<file path="src/rtl/wsp_pkg.sv">
package wsp_pkg;
  localparam int unsigned WSP_CHANNELS = 6;
  localparam int unsigned WSP_BITS     = 8;
  localparam logic [7:0]  WSP_MIDSCALE = 8'h80;
  localparam int unsigned WSP_SYNC     = 2;
endpackage

</file>
<file path="src/rtl/wsp_sync.sv">
module wsp_sync #(
  parameter int unsigned WIDTH  = 3,
  parameter int unsigned STAGES = 2
) (
  input  logic             clk,
  input  logic             rst,
  input  logic [WIDTH-1:0] d,
  output logic [WIDTH-1:0] q
);
  logic [WIDTH-1:0] stage [STAGES];

  always_ff @(posedge clk) begin
    if (rst) stage[0] <= '0;
    else     stage[0] <= d;
  end

  for (genvar s = 1; s < STAGES; s++) begin : g_stage
    always_ff @(posedge clk) begin
      if (rst) stage[s] <= '0;
      else     stage[s] <= stage[s-1];
    end
  end

  assign q = stage[STAGES-1];
endmodule

</file>
<file path="src/rtl/wsp_shifter.sv">
module wsp_shifter #(
  parameter int unsigned WIDTH = 48
) (
  input  logic             clk,
  input  logic             rst,
  input  logic             load,
  input  logic [WIDTH-1:0] load_val,
  input  logic             shift,
  input  logic             din,
  output logic [WIDTH-1:0] q
);
  always_ff @(posedge clk) begin
    if (rst)        q <= '0;
    else if (load)  q <= load_val;
    else if (shift) q <= {q[WIDTH-2:0], din};
  end
endmodule

</file>
<file path="src/rtl/wsp_wiper_bank.sv">
module wsp_wiper_bank #(
  parameter int unsigned CHANNELS = 6,
  parameter int unsigned BITS     = 8,
  parameter logic [7:0]  INIT     = 8'h80
) (
  input  logic                     clk,
  input  logic                     rst,
  input  logic                     commit,
  input  logic [CHANNELS*BITS-1:0] commit_val,
  output logic [CHANNELS*BITS-1:0] wipers
);
  for (genvar k = 0; k < CHANNELS; k++) begin : g_ch
    always_ff @(posedge clk) begin
      if (rst)         wipers[k*BITS +: BITS] <= INIT[BITS-1:0];
      else if (commit) wipers[k*BITS +: BITS] <= commit_val[k*BITS +: BITS];
    end
  end
endmodule

</file>
<file path="src/rtl/wiper_serial_port.sv">
module wiper_serial_port
  import wsp_pkg::*;
#(
  parameter int unsigned CHANNELS    = WSP_CHANNELS,
  parameter int unsigned BITS        = WSP_BITS,
  parameter int unsigned SYNC_STAGES = WSP_SYNC,
  parameter logic [7:0]  INIT        = WSP_MIDSCALE
) (
  input  logic                     clk,
  input  logic                     rst,
  input  logic                     port_en_i,
  input  logic                     sclk_i,
  input  logic                     sdata_i,
  output logic                     cascade_o,
  output logic [CHANNELS*BITS-1:0] wipers_o
);
  localparam int unsigned REG_W = CHANNELS * BITS;

  logic [2:0]       sync_q;
  logic             en_s, sclk_s, sdat_s;
  logic             en_q, sclk_q;
  logic             load_pulse, shift_pulse, commit_pulse;
  logic [REG_W-1:0] preload, commit_val, shreg;

  wsp_sync #(.WIDTH(3), .STAGES(SYNC_STAGES)) u_sync (
    .clk (clk),
    .rst (rst),
    .d   ({port_en_i, sclk_i, sdata_i}),
    .q   (sync_q)
  );
  assign {en_s, sclk_s, sdat_s} = sync_q;

  always_ff @(posedge clk) begin
    if (rst) begin
      en_q   <= 1'b0;
      sclk_q <= 1'b0;
    end else begin
      en_q   <= en_s;
      sclk_q <= sclk_s;
    end
  end

  assign load_pulse   = en_s & ~en_q;
  assign commit_pulse = ~en_s & en_q;
  assign shift_pulse  = en_s & en_q & sclk_s & ~sclk_q;

  // Wiper 0 bit 0 sits at the output end; flat index i maps to REG_W-1-i.
  for (genvar i = 0; i < REG_W; i++) begin : g_map
    assign preload[REG_W-1-i] = wipers_o[i];
    assign commit_val[i]      = shreg[REG_W-1-i];
  end

  wsp_shifter #(.WIDTH(REG_W)) u_shift (
    .clk      (clk),
    .rst      (rst),
    .load     (load_pulse),
    .load_val (preload),
    .shift    (shift_pulse),
    .din      (sdat_s),
    .q        (shreg)
  );

  wsp_wiper_bank #(.CHANNELS(CHANNELS), .BITS(BITS), .INIT(INIT)) u_bank (
    .clk        (clk),
    .rst        (rst),
    .commit     (commit_pulse),
    .commit_val (commit_val),
    .wipers     (wipers_o)
  );

  assign cascade_o = shreg[REG_W-1];
endmodule

</file>
<file path="config.mk">
export PLATFORM = sky130hd
export DESIGN_NAME = wiper_serial_port
export DESIGN_NICKNAME = d
export VERILOG_FILES = /design/src/rtl/wsp_pkg.sv /design/src/rtl/wsp_sync.sv /design/src/rtl/wsp_shifter.sv /design/src/rtl/wsp_wiper_bank.sv /design/src/rtl/wiper_serial_port.sv
export SDC_FILE = /design/constraint.sdc
export NUM_CORES = 1
export LEC_CHECK = 0
export BUFFER_PORTS_ARGS = -buffer_cell sky130_fd_sc_hd__buf_4
export CAP_MARGIN = 40
export CORE_ASPECT_RATIO = 0.75
export CORE_MARGIN = 4
export CORE_UTILIZATION = 38
export CTS_BUF_LIST = sky130_fd_sc_hd__clkbuf_8
export CTS_CLUSTER_DIAMETER = 80
export CTS_CLUSTER_SIZE = 28
export DETAILED_ROUTE_END_ITERATION = 8
export GPL_TIMING_DRIVEN = 0
export SLEW_MARGIN = 20
export SYNTH_ARGS = -nofsm -noshare
export SYNTH_HDL_FRONTEND = slang
export SYNTH_SLANG_ARGS = --single-unit
</file>
<file path="constraint.sdc">
create_clock -name clk -period 1.7 [get_ports clk]
set_clock_uncertainty 0.1 [all_clocks]
set_input_delay 0.17 -clock clk [delete_from_list [all_inputs] [get_ports clk]]
set_output_delay 0.17 -clock clk [all_outputs]
set_load 0.05 [all_outputs]
</file>
==> results.txt, run 1 <==
chip width = 130 microns
Post-DP HPWL = 6.94 mm
critical path depth in cells = 6
die height = 99.5 microns
Hold Violations, Final = 0
per-cell routed wire length = 15.5 microns
CTS Buffer Depth = 2
nets@finish = 521
vias per cell = 5.16
Syn Inst Count = 448
commonest non-fill, non-tap cell in the layout = dfxtp_1
setup TNS = 0 ps
Rel. slew slack = 50.3%
sequential cell area fraction in the yosys report = 49.1%
drt drc = 0
PwrDens = 921 nW/um^2
H-tree levels = 3
number of max-cap violations = 0
largest net degree at the start of global routing = 16
Yosys top cell area share = 49.1%
Clk pwr share = 35.4%
Crit Path Category = reg -> reg
initial detailed-routing violation count = 223
Sw Share = 24.5%
GPL Wtd Cong = 0.792
Worst-path clk slew = 90 ps
Reg2Reg Capture Point = u_shift.q[13]
First-pass DRT Iterations = 4
Worst path most repeated cell = buf_6
synth warn = 0
vias = 3413
Critical path origin = u_sync.stage[1][2]
Int Pwr = 0.00353 W
RSZ-0062 raised after global routing = no
Worst path max stage delay = 390 ps
Peak supply drop = 514 uV
Final Cycle Share = 90.6%
syn nets = 453
crit end category = flop
Worst Hold Class = in -> reg
Cell Rows = 33
crit path to = u_shift.q[13]
first-pass GRT wire length = 16.6 mm
Hold Worst Slack = 120 ps
Slowest-stage cell, CP = dfxtp_1
CP bufs+invs = 3
CTS root buf = clkbuf_8
Period minus WS final = 1540 ps
GRT Overall Usage = 16.2%
initial antenna violation count = 0
critical path launch point type = flop
Max Slew Vio Count = 0
register area = 2080 sq um
Seq pwr share = 55.3%
CP Max Fanout = 10
FF-to-FF path depth = 6
Cell Chain, Critical Path = and2b_1, buf_4, buf_6, buf_6, nor2_1, a221oi_1
Mapped Area = 4240 sq um
gr ovfl total = 0
Cell variety after synth = 17
f_max = 650 MHz
WP data arrival = 1710 ps
CP top delay family = buffers and inverters
share of cells above drive strength 1 = 21.3%
Power Total = 0.00468 W
n_diodes = 0
syn_area_per_cell = 9.46 sq um
cell area after layout = 5080 sq um
FF+latch count, synth = 104
die area = 12900 sq um
most frequent cells in the layout = dfxtp_1, nand2_1, buf_4, mux2i_1, nor2_1
Top-Level Pins = 54
Total Routed Length = 10.3 mm
CTS tree = done
initial cell density of the core = 38.9%
DP Area = 4800 sq um
clk sink count = 104
Inst Count DP = 640
remaining antenna violation count = 0
Setup Viol. Count Final = 0
switching power = 0.00115 W
worst path required time = 1880 ps
port bufs = 52
vias in the first global route = 3150
number of fill cells = 1040
combinational power share = 9.3%
reg2reg start = u_sync.stage[1][2]
Synth area leaders = dfxtp_1, mux2i_1, nand2_1
worst-margin pin slew = 746 ps
post-synth top area cell = dfxtp_1
clock buffer count from CTS = 9
outcome = complete, no violations
FF-to-FF setup slack = 160 ps
area of the multi-input gates = 1910 sq um
Non-Filler Instances = 661
clk_lat worst skew = 380 ps
P&R area growth vs syn = 19.9%
Core Box Area = 10900 sq um
LEAKAGE = 1.79 nW
[what timing repair did]
action                     in CTS  in global routing
setup endpoints to repair       0                 20
buffers inserted                0                  0
gates resized for setup         0                  5
hold buffers                    5                  0
hold endpoints to repair        6                  0
[how the worst min path moves through the flow]
stage / startpoint / endpoint / slack [ps] / depth (start not counted)
detailed placement: sdata_i / u_sync.stage[0][0] / 290 / 2
global route: rst / u_sync.stage[1][1] / 150 / 2
floorplan: sdata_i / u_sync.stage[0][0] / 200 / 1
finish: rst / u_sync.stage[0][0] / 120 / 2
global placement: sdata_i / u_sync.stage[0][0] / 280 / 2
CTS: rst / u_sync.stage[0][0] / 110 / 2
[metrics by stage]
step	util, %	setup WS (ps)
4_1_cts	46.5	26.5
3_3_place_gp	44.1	33.3
6_report	46.6	161
2_1_floorplan	-	306
3_5_place_dp	44.1	32.7
5_1_grt	46.6	6.28
[power groups by stage]
stage / clock [W] / sequential (W) / combinational (W)
6_report: 0.00166 / 0.00259 / 0.000435
5_1_grt: 0.00179 / 0.00260 / 0.000476
4_1_cts: 0.00171 / 0.00258 / 0.000437
3_5_place_dp: 0 / 0.00264 / 0.000426
3_3_place_gp: 0 / 0.00264 / 0.000417
2_1_floorplan: 0 / 0.00267 / 0.000289
[cells by family (layout without fill, tap and decap cells)]
| logic type | Yosys count | in the layout | synth area share (%) |
|---|---|---|---|
| compound gates | 91 | 91 | 18.0 |
| mux | 48 | 48 | 11.3 |
| simple gates | 163 | 163 | 15.8 |
| flops | 104 | 104 | 49.1 |
| buf+inv | 42 | 115 | 5.76 |
[layout make-up]
class                           instances  area share (%)
Buffer                                 42            4.97
Multi-Input combinational cell        302            37.7
Sequential cell                       104            41.0
Clock buffer                           13            3.52
Tap cell                              140            3.45
Clock inverter                          3           0.763
Timing Repair Buffer                   57            8.67
[cells in the mapped netlist]
cell	instances
and2b_1	1
nor2_1	48
buf_2	12
a221oi_1	28
nand2_1	96
a21boi_1	1
a221oi_2	20
dfxtp_1	104
mux2i_1	48
clkbuf_1	17
buf_4	3
a21oi_1	42
buf_6	8
buf_1	2
nand3b_1	7
nand2b_1	2
nor2b_1	9
[layer usage]
| layer | vias up | GRT usage (%) | wire length, microns |
|---|---|---|---|
| li1 | 1692 | - | - |
| met1 | 1635 | 23.8 | 5210 |
| met2 | 70 | 23.0 | 4470 |
| met3 | 16 | 4.62 | 464 |
| met4 | 0 | 4.95 | 131 |
| met5 | - | 0 | 0 |
[registers in the layout (all words and copies together), names as in the netlist]
signal and count:
sclk_q 1, u_bank.wipers 48, en_q 1, u_shift.q 48
u_sync.stage 6
Note: power is estimated with default switching activity, not from simulation.
==> run 2: changes to the inputs <==
SLEW_MARGIN = unset   (was 20)
clock period = 1.6 ns   (was 1.7 ns; I/O delays follow)
==> run 2 against run 1 <==
Against the previous run:
- power rose by 6.6%
- non-clock buffer count did not move
- largest power group unchanged
- core utilization up 0.39 points
- combinational power rose by 8.7%
- sequential cell count unchanged
- critical endpoint unchanged
- final area is 0.84% higher
- setup slack worse by 78 ps
- sequential share of layout area fell by 0.32 points
- first-iteration DRC count is 9.4% higher
- highest routed layer unchanged
- clock power rose by 6%
- count of clock-buffer cells in the layout stayed put
==> results.txt, run 2 (synthesis results as in run 1) <==
crit path to = u_shift.q[13]
registers with the most flip-flops = u_bank.wipers (48), u_shift.q (48), u_sync.stage (6)
H-tree levels = 3
Hold Violations, Final = 0
GPL Wtd Cong = 0.792
FF-to-FF path depth = 5
worst-margin pin slew = 751 ps
Cell Rows = 33
FF-to-FF setup slack = 80 ps
Crit Path Category = reg -> reg
P&R area growth vs syn = 20.9%
Setup Viol. Count Final = 0
chip width = 130 microns
Core Box Area = 10900 sq um
Peak supply drop = 552 uV
Top-Level Pins = 54
CTS root buf = clkbuf_8
commonest non-fill, non-tap cell in the layout = dfxtp_1
Worst Hold Class = in -> reg
port bufs = 52
cell area after layout = 5120 sq um
clock buffer count from CTS = 9
Final Cycle Share = 94.9%
vias per cell = 5.23
CTS Buffer Depth = 2
share of cells above drive strength 1 = 22.8%
CTS tree = done
outcome = complete, no violations
clk sink count = 104
setup TNS = 0 ps
initial detailed-routing violation count = 244
Power Total = 0.00498 W
Period minus WS final = 1520 ps
remaining antenna violation count = 0
n_diodes = 0
GRT Overall Usage = 16.2%
Post-DP HPWL = 6.94 mm
per-cell routed wire length = 15.6 microns
PwrDens = 973 nW/um^2
largest net degree at the start of global routing = 16
First-pass DRT Iterations = 5
number of max-cap violations = 0
Max Slew Vio Count = 0
Critical path origin = en_q
vias = 3455
Rel. slew slack = 49.9%
crit end category = flop
clk_lat worst skew = 380 ps
initial antenna violation count = 0
worst path required time = 1770 ps
Reg2Reg Capture Point = u_shift.q[13]
LEAKAGE = 1.80 nW
drt drc = 0
vias in the first global route = 3150
reg2reg start = en_q
Worst-path clk slew = 90 ps
f_max = 659 MHz
CP Max Fanout = 10
nets@finish = 521
Worst path max stage delay = 370 ps
die area = 12900 sq um
Cell Chain, Critical Path = and2b_1, buf_4, buf_6, mux2i_1, a221oi_1
Total Routed Length = 10.3 mm
most frequent cells in the layout = dfxtp_1, nand2_1, buf_4, mux2i_1, nor2_1
initial cell density of the core = 38.9%
Non-Filler Instances = 661
die height = 99.5 microns
register area = 2080 sq um
gr ovfl total = 0
WP data arrival = 1690 ps
critical path launch point type = flop
area of the multi-input gates = 1930 sq um
first-pass GRT wire length = 16.6 mm
DP Area = 4800 sq um
Inst Count DP = 640
number of fill cells = 1041
Slowest-stage cell, CP = dfxtp_1
## run 2: cell counts in the layout (fill, tap and decap cells not counted)
No cell type changed its count.
## run 2: what timing repair did
action	4_1_cts	5_1_grt
hold buffers	5	0
gates resized for setup	3	18
buffers inserted	0	0
hold endpoints to repair	6	0
gates cloned	0	0
setup endpoints to repair	20	53
## run 2: worst min-delay path by stage
| stage | start | cells past startpoint | endpoint | slack, ps |
|---|---|---|---|---|
| final | rst | 2 | u_sync.stage[1][0] | 110 |
| after global routing | rst | 2 | u_sync.stage[1][1] | 140 |
| after CTS | rst | 2 | u_sync.stage[0][0] | 100 |
| after detailed placement | sdata_i | 2 | u_sync.stage[0][0] | 280 |
| after global placement | sdata_i | 2 | u_sync.stage[0][0] | 270 |
| after floorplan | sdata_i | 1 | u_sync.stage[0][0] | 190 |
## run 2: final cells by class
class	instances	area share [%]
buffer	42	5.32
clock buffer	13	3.49
clock inverter	3	0.757
multi-input combinational	302	37.8
sequential	104	40.7
tap	140	3.42
timing repair buffer	57	8.60
## run 2: worst max-delay path, delay by kind of cell (launching register included)
| kind | cells | cell delay [ps] |
|---|---|---|
| AO/OA/AOI/OAI | 1 | 300 |
| buffers and inverters | 2 | 330 |
| flip-flops | 1 | 370 |
| multiplexers | 1 | 130 |
| AND/OR/NAND/NOR | 1 | 190 |
## run 2: metrics by stage
stage | utilization [%] | worst slack, ps | hold WS [ps]
5_1_grt | 47.0 | -1.58 | 136
2_1_floorplan | - | 206 | 188
3_5_place_dp | 44.1 | -67.3 | 279
6_report | 47.0 | 82.3 | 115
4_1_cts | 46.6 | 37.4 | 105
3_3_place_gp | 44.1 | -66.7 | 274
## run 2: power by group
group | switching, W | internal (W)
Combinational | 0.000282 | 0.000191
Clock | 0.000878 | 0.000887
Sequential | 0.0000685 | 0.00268
## run 2: metal layers
metal,GRT usage (%),vias up,routed length (microns)
li1,-,1697,-
met1,23.8,1658,5180
met2,23.0,84,4470
met3,4.62,16,543
met4,4.95,0,124
met5,0,-,0
